===== src/rtl/fprot_pkg.sv =====
package fprot_pkg;
  // One block's protection rule byte, most significant field first.
  typedef struct packed {
    logic       blk_en;   // 0: whole block locked
    logic       hi_free;  // 1: upper area unprotected
    logic [1:0] hi_code;  // upper area size code
    logic       lo_free;  // 1: lower area unprotected
    logic       lo_rsv;   // carries no meaning
    logic [1:0] lo_code;  // lower area size code
  } prot_t;

  localparam int unsigned PROT_BITS = $bits(prot_t);
endpackage


===== src/rtl/fprot_cfg_loader.sv =====
module fprot_cfg_loader
  import fprot_pkg::*;
#(
  parameter int NUM_BLOCKS = 4,
  parameter int CFG_AW     = 16,
  parameter int PROT_BASE  = 'hFF0A,
  parameter int SEC_ADDR   = 'hFF0F
) (
  input  logic                  clk,
  input  logic                  rst_n,
  input  logic                  cfg_valid,
  input  logic [CFG_AW-1:0]     cfg_addr,
  input  logic [PROT_BITS-1:0]  cfg_data,
  input  logic                  cfg_last,
  output logic                  cfg_ready,
  output logic                  load_done,
  output prot_t [NUM_BLOCKS-1:0] prot_q,
  output logic [1:0]            sec_q
);
  localparam logic [CFG_AW-1:0] SEC_A = CFG_AW'(SEC_ADDR);

  logic take;
  assign cfg_ready = !load_done;
  assign take      = cfg_valid && cfg_ready;

  // Highest-numbered block sits at the lowest configuration address.
  always_ff @(posedge clk or negedge rst_n) begin
    if (!rst_n) begin
      prot_q    <= '1;
      sec_q     <= 2'b11;
      load_done <= 1'b0;
    end else if (take) begin
      for (int k = 0; k < NUM_BLOCKS; k++) begin
        if (cfg_addr == CFG_AW'(PROT_BASE + NUM_BLOCKS - 1 - k))
          prot_q[k] <= cfg_data;
      end
      if (cfg_addr == SEC_A)
        sec_q <= cfg_data[1:0];
      if (cfg_last)
        load_done <= 1'b1;
    end
  end
endmodule


===== src/rtl/fprot_area_check.sv =====
module fprot_area_check #(
  parameter int OFS_W   = 16,
  parameter int HI_UNIT = 2048,
  parameter int LO_UNIT = 512
) (
  input  logic             blk_en,
  input  logic             hi_free,
  input  logic [1:0]       hi_code,
  input  logic             lo_free,
  input  logic [1:0]       lo_code,
  input  logic [OFS_W-1:0] ofs,
  input  logic             mass,
  output logic             deny
);
  localparam logic [OFS_W:0] SPAN    = {1'b1, {OFS_W{1'b0}}};
  localparam logic [OFS_W:0] MID     = SPAN >> 1;
  localparam logic [OFS_W:0] HI_BASE = (OFS_W + 1)'(HI_UNIT);
  localparam logic [OFS_W:0] LO_BASE = (OFS_W + 1)'(LO_UNIT);

  logic [OFS_W:0] pos, hi_len, lo_len;
  logic           hi_hit, lo_hit;

  always_comb begin
    pos    = {1'b0, ofs};
    hi_len = HI_BASE << hi_code;
    lo_len = LO_BASE << lo_code;
    hi_hit = !hi_free && (pos >= SPAN - hi_len);
    lo_hit = !lo_free && (pos >= MID) && (pos < MID + lo_len);
    if (!blk_en)   deny = 1'b1;
    else if (mass) deny = !(hi_free && lo_free);
    else           deny = hi_hit || lo_hit;
  end
endmodule


===== src/rtl/fprot_guard.sv =====
module fprot_guard
  import fprot_pkg::*;
#(
  parameter int NUM_BLOCKS = 4,
  parameter int OFS_W      = 16,
  parameter int CFG_AW     = 16,
  parameter int PROT_BASE  = 'hFF0A,
  parameter int SEC_ADDR   = 'hFF0F,
  parameter int HI_UNIT    = 2048,
  parameter int LO_UNIT    = 512,
  parameter int BLK_W      = $clog2(NUM_BLOCKS)
) (
  input  logic                 clk,
  input  logic                 rst_n,
  input  logic                 cfg_valid,
  output logic                 cfg_ready,
  input  logic [CFG_AW-1:0]    cfg_addr,
  input  logic [PROT_BITS-1:0] cfg_data,
  input  logic                 cfg_last,
  input  logic                 req_valid,
  input  logic [BLK_W-1:0]     req_blk,
  input  logic [OFS_W-1:0]     req_ofs,
  input  logic                 req_mass,
  output logic                 rsp_valid,
  output logic                 rsp_ok,
  output logic                 rsp_not_ready,
  output logic                 viol_flag,
  input  logic                 viol_clr,
  output logic                 secured
);
  prot_t [NUM_BLOCKS-1:0] prot_q;
  logic [1:0]             sec_q;
  logic                   load_done;
  logic [NUM_BLOCKS-1:0]  deny_vec;
  logic                   sel_deny, hit_viol;

  fprot_cfg_loader #(
    .NUM_BLOCKS(NUM_BLOCKS), .CFG_AW(CFG_AW),
    .PROT_BASE(PROT_BASE), .SEC_ADDR(SEC_ADDR)
  ) i_loader (
    .clk(clk), .rst_n(rst_n), .cfg_valid(cfg_valid), .cfg_addr(cfg_addr),
    .cfg_data(cfg_data), .cfg_last(cfg_last), .cfg_ready(cfg_ready),
    .load_done(load_done), .prot_q(prot_q), .sec_q(sec_q)
  );

  for (genvar g = 0; g < NUM_BLOCKS; g++) begin : g_chk
    fprot_area_check #(
      .OFS_W(OFS_W), .HI_UNIT(HI_UNIT), .LO_UNIT(LO_UNIT)
    ) i_area (
      .blk_en(prot_q[g].blk_en), .hi_free(prot_q[g].hi_free),
      .hi_code(prot_q[g].hi_code), .lo_free(prot_q[g].lo_free),
      .lo_code(prot_q[g].lo_code), .ofs(req_ofs), .mass(req_mass),
      .deny(deny_vec[g])
    );
  end

  assign sel_deny = (int'(req_blk) < NUM_BLOCKS) ? deny_vec[req_blk] : 1'b1;
  assign hit_viol = req_valid && load_done && sel_deny;
  assign secured  = (sec_q != 2'b10);

  always_ff @(posedge clk or negedge rst_n) begin
    if (!rst_n) begin
      rsp_valid     <= 1'b0;
      rsp_ok        <= 1'b0;
      rsp_not_ready <= 1'b0;
      viol_flag     <= 1'b0;
    end else begin
      rsp_valid     <= req_valid;
      rsp_ok        <= req_valid && load_done && !sel_deny;
      rsp_not_ready <= req_valid && !load_done;
      if (hit_viol)      viol_flag <= 1'b1;
      else if (viol_clr) viol_flag <= 1'b0;
    end
  end

  // rules are frozen once the load has completed
  a_r1_frozen: assert property (@(posedge clk) disable iff (!rst_n)
    load_done |=> ($stable(prot_q) && $stable(sec_q)));
  // requests before load completion come back as not ready
  a_r9_not_ready: assert property (@(posedge clk) disable iff (!rst_n)
    (req_valid && !load_done) |=> (rsp_valid && rsp_not_ready && !rsp_ok));
  // a protection refusal always leaves the flag raised
  a_r6_flag_on_deny: assert property (@(posedge clk) disable iff (!rst_n)
    (rsp_valid && !rsp_ok && !rsp_not_ready) |-> viol_flag);
  // the flag holds without a clear
  a_r7_sticky: assert property (@(posedge clk) disable iff (!rst_n)
    (viol_flag && !viol_clr) |=> viol_flag);
endmodule


===== config.mk =====
export PLATFORM = sky130hd
export DESIGN_NAME = fprot_guard
export DESIGN_NICKNAME = d
export VERILOG_FILES = /design/src/rtl/fprot_pkg.sv /design/src/rtl/fprot_cfg_loader.sv /design/src/rtl/fprot_area_check.sv /design/src/rtl/fprot_guard.sv
export SDC_FILE = /design/constraint.sdc
export NUM_CORES = 1
export LEC_CHECK = 0
export ABC_AREA = 1
export BUFFER_PORTS_ARGS = -buffer_cell sky130_fd_sc_hd__buf_2
export CAP_MARGIN = 20
export CORE_ASPECT_RATIO = 0.6
export CORE_MARGIN = 1.5
export CORE_UTILIZATION = 46
export CTS_CLUSTER_SIZE = 10
export DETAILED_ROUTE_END_ITERATION = 10
export PLACE_DENSITY = 0.72
export SETUP_SLACK_MARGIN = 0.4
export SYNTH_ARGS = -nofsm -noshare
export SYNTH_HDL_FRONTEND = slang
export SYNTH_SLANG_ARGS = --single-unit

===== constraint.sdc =====
create_clock -name clk -period 4.7 [get_ports clk]
set_input_delay 1.41 -clock clk [delete_from_list [all_inputs] [get_ports clk]]
set_output_delay 1.41 -clock clk [all_outputs]
set_load 0.005 [all_outputs]

==> flow_metrics.env <==
export IMPL_multiInputGateArea_mm2=0.001594
export IMPL_clk_root_buffer_cell="clkbuf_8"
export IMPL_synth_seq_area_share=0.3332
export IMPL_die_w_um=102.7
export IMPL_leakage_nw=1.611
export IMPL_drtAntennaViolNets=0
export IMPL_hold_viol_final=0
export IMPL_register_area_um2=913.4
export IMPL_antenna_found_initial=0
export IMPL_cp_top_family="simple AND/OR/NAND/NOR gates"
export IMPL_slew_headroom=0.5037
export IMPL_arrival_ps=2780
export IMPL_peakVddDrop_v=0.0001360
export IMPL_synth_seq_cells=35
export IMPL_status="finished, final reports clean"
export IMPL_fmax_ghz=0.3886
export IMPL_switching_share=0.2583
export IMPL_r2r_cells=14
export IMPL_num_fill_cells=563
export IMPL_avgSynthCellArea_um2=7.594
export IMPL_drt_pass1_iterations=4
export IMPL_min_to="i_loader.prot_q[28]"
export IMPL_die_area_mm2=0.006447
export IMPL_synth_simple_area_share=0.2935
export IMPL_hold_depth=2
export IMPL_io_buffers=53
export IMPL_fin_area_mm2=0.003198
export IMPL_synth_area_mm2=0.002741
export IMPL_grt_pass1_wl_um=10410
export IMPL_overflow=0
export IMPL_cts_buffers=5
export IMPL_htree_num_levels=2
export IMPL_post_cts_resized=0
export IMPL_cap_violations=0
export IMPL_async_reset_ff_frac=1.000
export IMPL_grt_max_degree=36
export IMPL_rsz0062_at_grt="no"
export IMPL_synthMuxAreaShare=0
export IMPL_worstSetupPathType="input port to register"
export IMPL_num_vias=2424
export IMPL_synth_edf_count=0
export IMPL_num_rows=21
export IMPL_clock_latency_ps=280
export IMPL_clk_pin_slew_worst_paths_ps=70
export IMPL_combPwrFrac=0.146
export IMPL_min_period_ps=2574
export IMPL_ios=55
export IMPL_yosys_most_used_dff="dfstp_2"
export IMPL_grt_pass1_vias=2351
export IMPL_hpwl_um=4826
export IMPL_p_sw_uw=165.3
export IMPL_wl_per_cell_um=11.56
export IMPL_area_growth_pct=16.66
export IMPL_pwr_share_clk=0.378
export IMPL_p_total_uw=639.9
export IMPL_powerDensity_mw_per_mm2=200.1
export IMPL_critPathMaxStageDelay_ps=380
export IMPL_min_delay_start="i_loader.prot_q[28]"
export IMPL_gp_congestion=0.8453
export IMPL_crit_chain="buf_2, nor4_4, inv_1, nor3_2, nand3_2, nand2_1, o21ai_2"
export IMPL_tns_ps=0
export IMPL_drive_above_1_share=0.2941
export IMPL_fin_crit_sh=0.5476
export IMPL_critPathCaptureType="register"
export IMPL_dpl_cell_area_mm2=0.003094
export IMPL_synth_top_family_by_area="simple AND/OR/NAND/NOR gates"
export IMPL_grt_use_total=0.2066
export IMPL_cp_num_buf_inv=2
export IMPL_fin_worst_skew_ps=7.246
export IMPL_wl_um=5836
export IMPL_initial_core_util=0.4853
export IMPL_core_area_mm2=0.005649
export IMPL_rrSetupSlack_ps=2850
export IMPL_slowest_stage="nand3_2"
export IMPL_drc=0
export IMPL_finalSetupViolCount=0
export IMPL_cts_tree="yes"
export IMPL_cts_hold_buf=0
export IMPL_die_h_um=62.80
export IMPL_drtIter0Drc=70
export IMPL_synth_compound_area_frac=0.1127
export IMPL_r2r_end="viol_flag"
export IMPL_synthAdderAreaFrac=0.1643
export IMPL_cts_buffer_depth=2
export IMPL_synth_warning_count=0
export IMPL_tightest_slew_ps=744.4
export IMPL_synth_cell_types=24
export IMPL_crit_path_start_kind="input port"
export IMPL_fin_nets=509
export IMPL_slew_viol_final=0
export IMPL_synth_cells=361
export IMPL_viasPerCell=4.800
export IMPL_r2r_start="i_loader.prot_q[5]"
export IMPL_worstPathRequired_ps=4910
export IMPL_cp_max_fo=14
export IMPL_intPower_uw=474.6
export IMPL_seqPwrFrac=0.476
export IMPL_cts_num_sinks=35
export IMPL_antenna_cells=0
export IMPL_synth_xor_area_frac=0
export IMPL_hp_class="register to register"
export IMPL_cts_setup_buffers=0
==> logic make-up (layout without fill, tap and decap cells) <==
logic type	Yosys count	after routing
adders and majority gates	36	36
AOI/OAI and AO/OA	46	46
and+or+nand+nor	180	180
buffers and inverters	63	120
other	1	8
DFF	35	35
==> per-stage QoR <==
stage | utilization | hold slack, ps | setup WS (ps) | std cells
detailed placement | 0.5477 | 464.3 | 1810 | 497
CTS | 0.5661 | 483.2 | 2115 | 505
global route | 0.5661 | 503.8 | 1918 | 505
finish | 0.5661 | 483.6 | 2126 | 505
global placement | 0.5477 | 463.8 | 1809 | 497
floorplan | - | 442.2 | 2215 | 368
==> power by group through the flow <==
stage | combinational [mW] | sequential, mW | clock [mW]
6_report | 0.0936 | 0.305 | 0.242
5_1_grt | 0.111 | 0.305 | 0.260
4_1_cts | 0.0946 | 0.305 | 0.245
3_5_place_dp | 0.0941 | 0.309 | 0
3_3_place_gp | 0.0915 | 0.309 | 0
2_1_floorplan | 0.0470 | 0.310 | 0
==> state kept, by name (all words and copies together), names as in the netlist <==
signal / cells
i_loader.prot_q: 28
rsp_ok: 1
i_loader.sec_q: 2
rsp_not_ready: 1
i_loader.load_done: 1
viol_flag: 1
rsp_valid: 1
==> how the worst max path moves through the flow <==
stage            startpoint             endpoint  slack (ps)  cells past startpoint
2_1_floorplan  cfg_addr[14]  i_loader.prot_q[24]        2210                      6
3_3_place_gp    req_ofs[12]            viol_flag        1810                     14
3_5_place_dp    req_ofs[12]            viol_flag        1810                     14
4_1_cts         req_ofs[12]            viol_flag        2120                     14
5_1_grt         req_ofs[12]            viol_flag        1920                     14
6_report        cfg_addr[5]   i_loader.prot_q[0]        2130                      7
==> cell usage in the layout (no fill, tap or decap), types with 4 or more instances in the layout <==
master    synthesis  final
inv_1            59     59
nor2_1           21     21
or2_2             4      4
conb_1            1      8
o21ai_2          21     21
a21oi_1          12     12
clkbuf_8          0      7
nand3_1          20     20
ha_1             36     36
dfrtp_1           5      5
nand4_1           8      8
buf_2             1     53
dfstp_2          30     30
o21ai_0          13     13
nand2_1         111    111
==> metal layers <==
layer / vias to the layer above / track usage / part of all wire
met5: - / 0 / 0
met2: 57 / 0.3220 / 0.43
met1: 1087 / 0.2922 / 0.49
li1: 1276 / - / -
met4: 0 / 0.03596 / 0.0063
met3: 4 / 0.05369 / 0.070
==> cells in the mapped netlist (4+ instances only) <==
master,n,area share
o21ai_2,21,0.067
inv_1,59,0.081
nor2_1,21,0.029
or2_2,4,0.0091
dfrtp_1,5,0.046
nand3_1,20,0.037
dfstp_2,30,0.29
nand4_1,8,0.018
o21ai_0,13,0.024
ha_1,36,0.16
nand2_1,111,0.15
a21oi_1,12,0.022
==> worst reg2reg max path: stages (launching register included) <==
cell     delay, ps
dfstp_2        390
or2_2          290
ha_1           270
nand2_1        100
nand3_1         90
nand2_1         60
nand2_1         60
nand2_1         60
nand3_1         70
nand2_1         60
nand2_1         50
nand3_1         70
nand2_1         80
nand2_1         60
nand2_1         40
==> cell type report <==
| cell class | count | share of cell area |
|---|---|---|
| multi-input combinational | 270 | 0.4984 |
| sequential | 35 | 0.2856 |
| timing repair buffer | 53 | 0.08294 |
| inverter | 59 | 0.06925 |
| tap | 80 | 0.03130 |
| clock buffer | 7 | 0.03013 |
| clock inverter | 1 | 0.002347 |
Note: power is estimated with default switching activity, not from simulation.
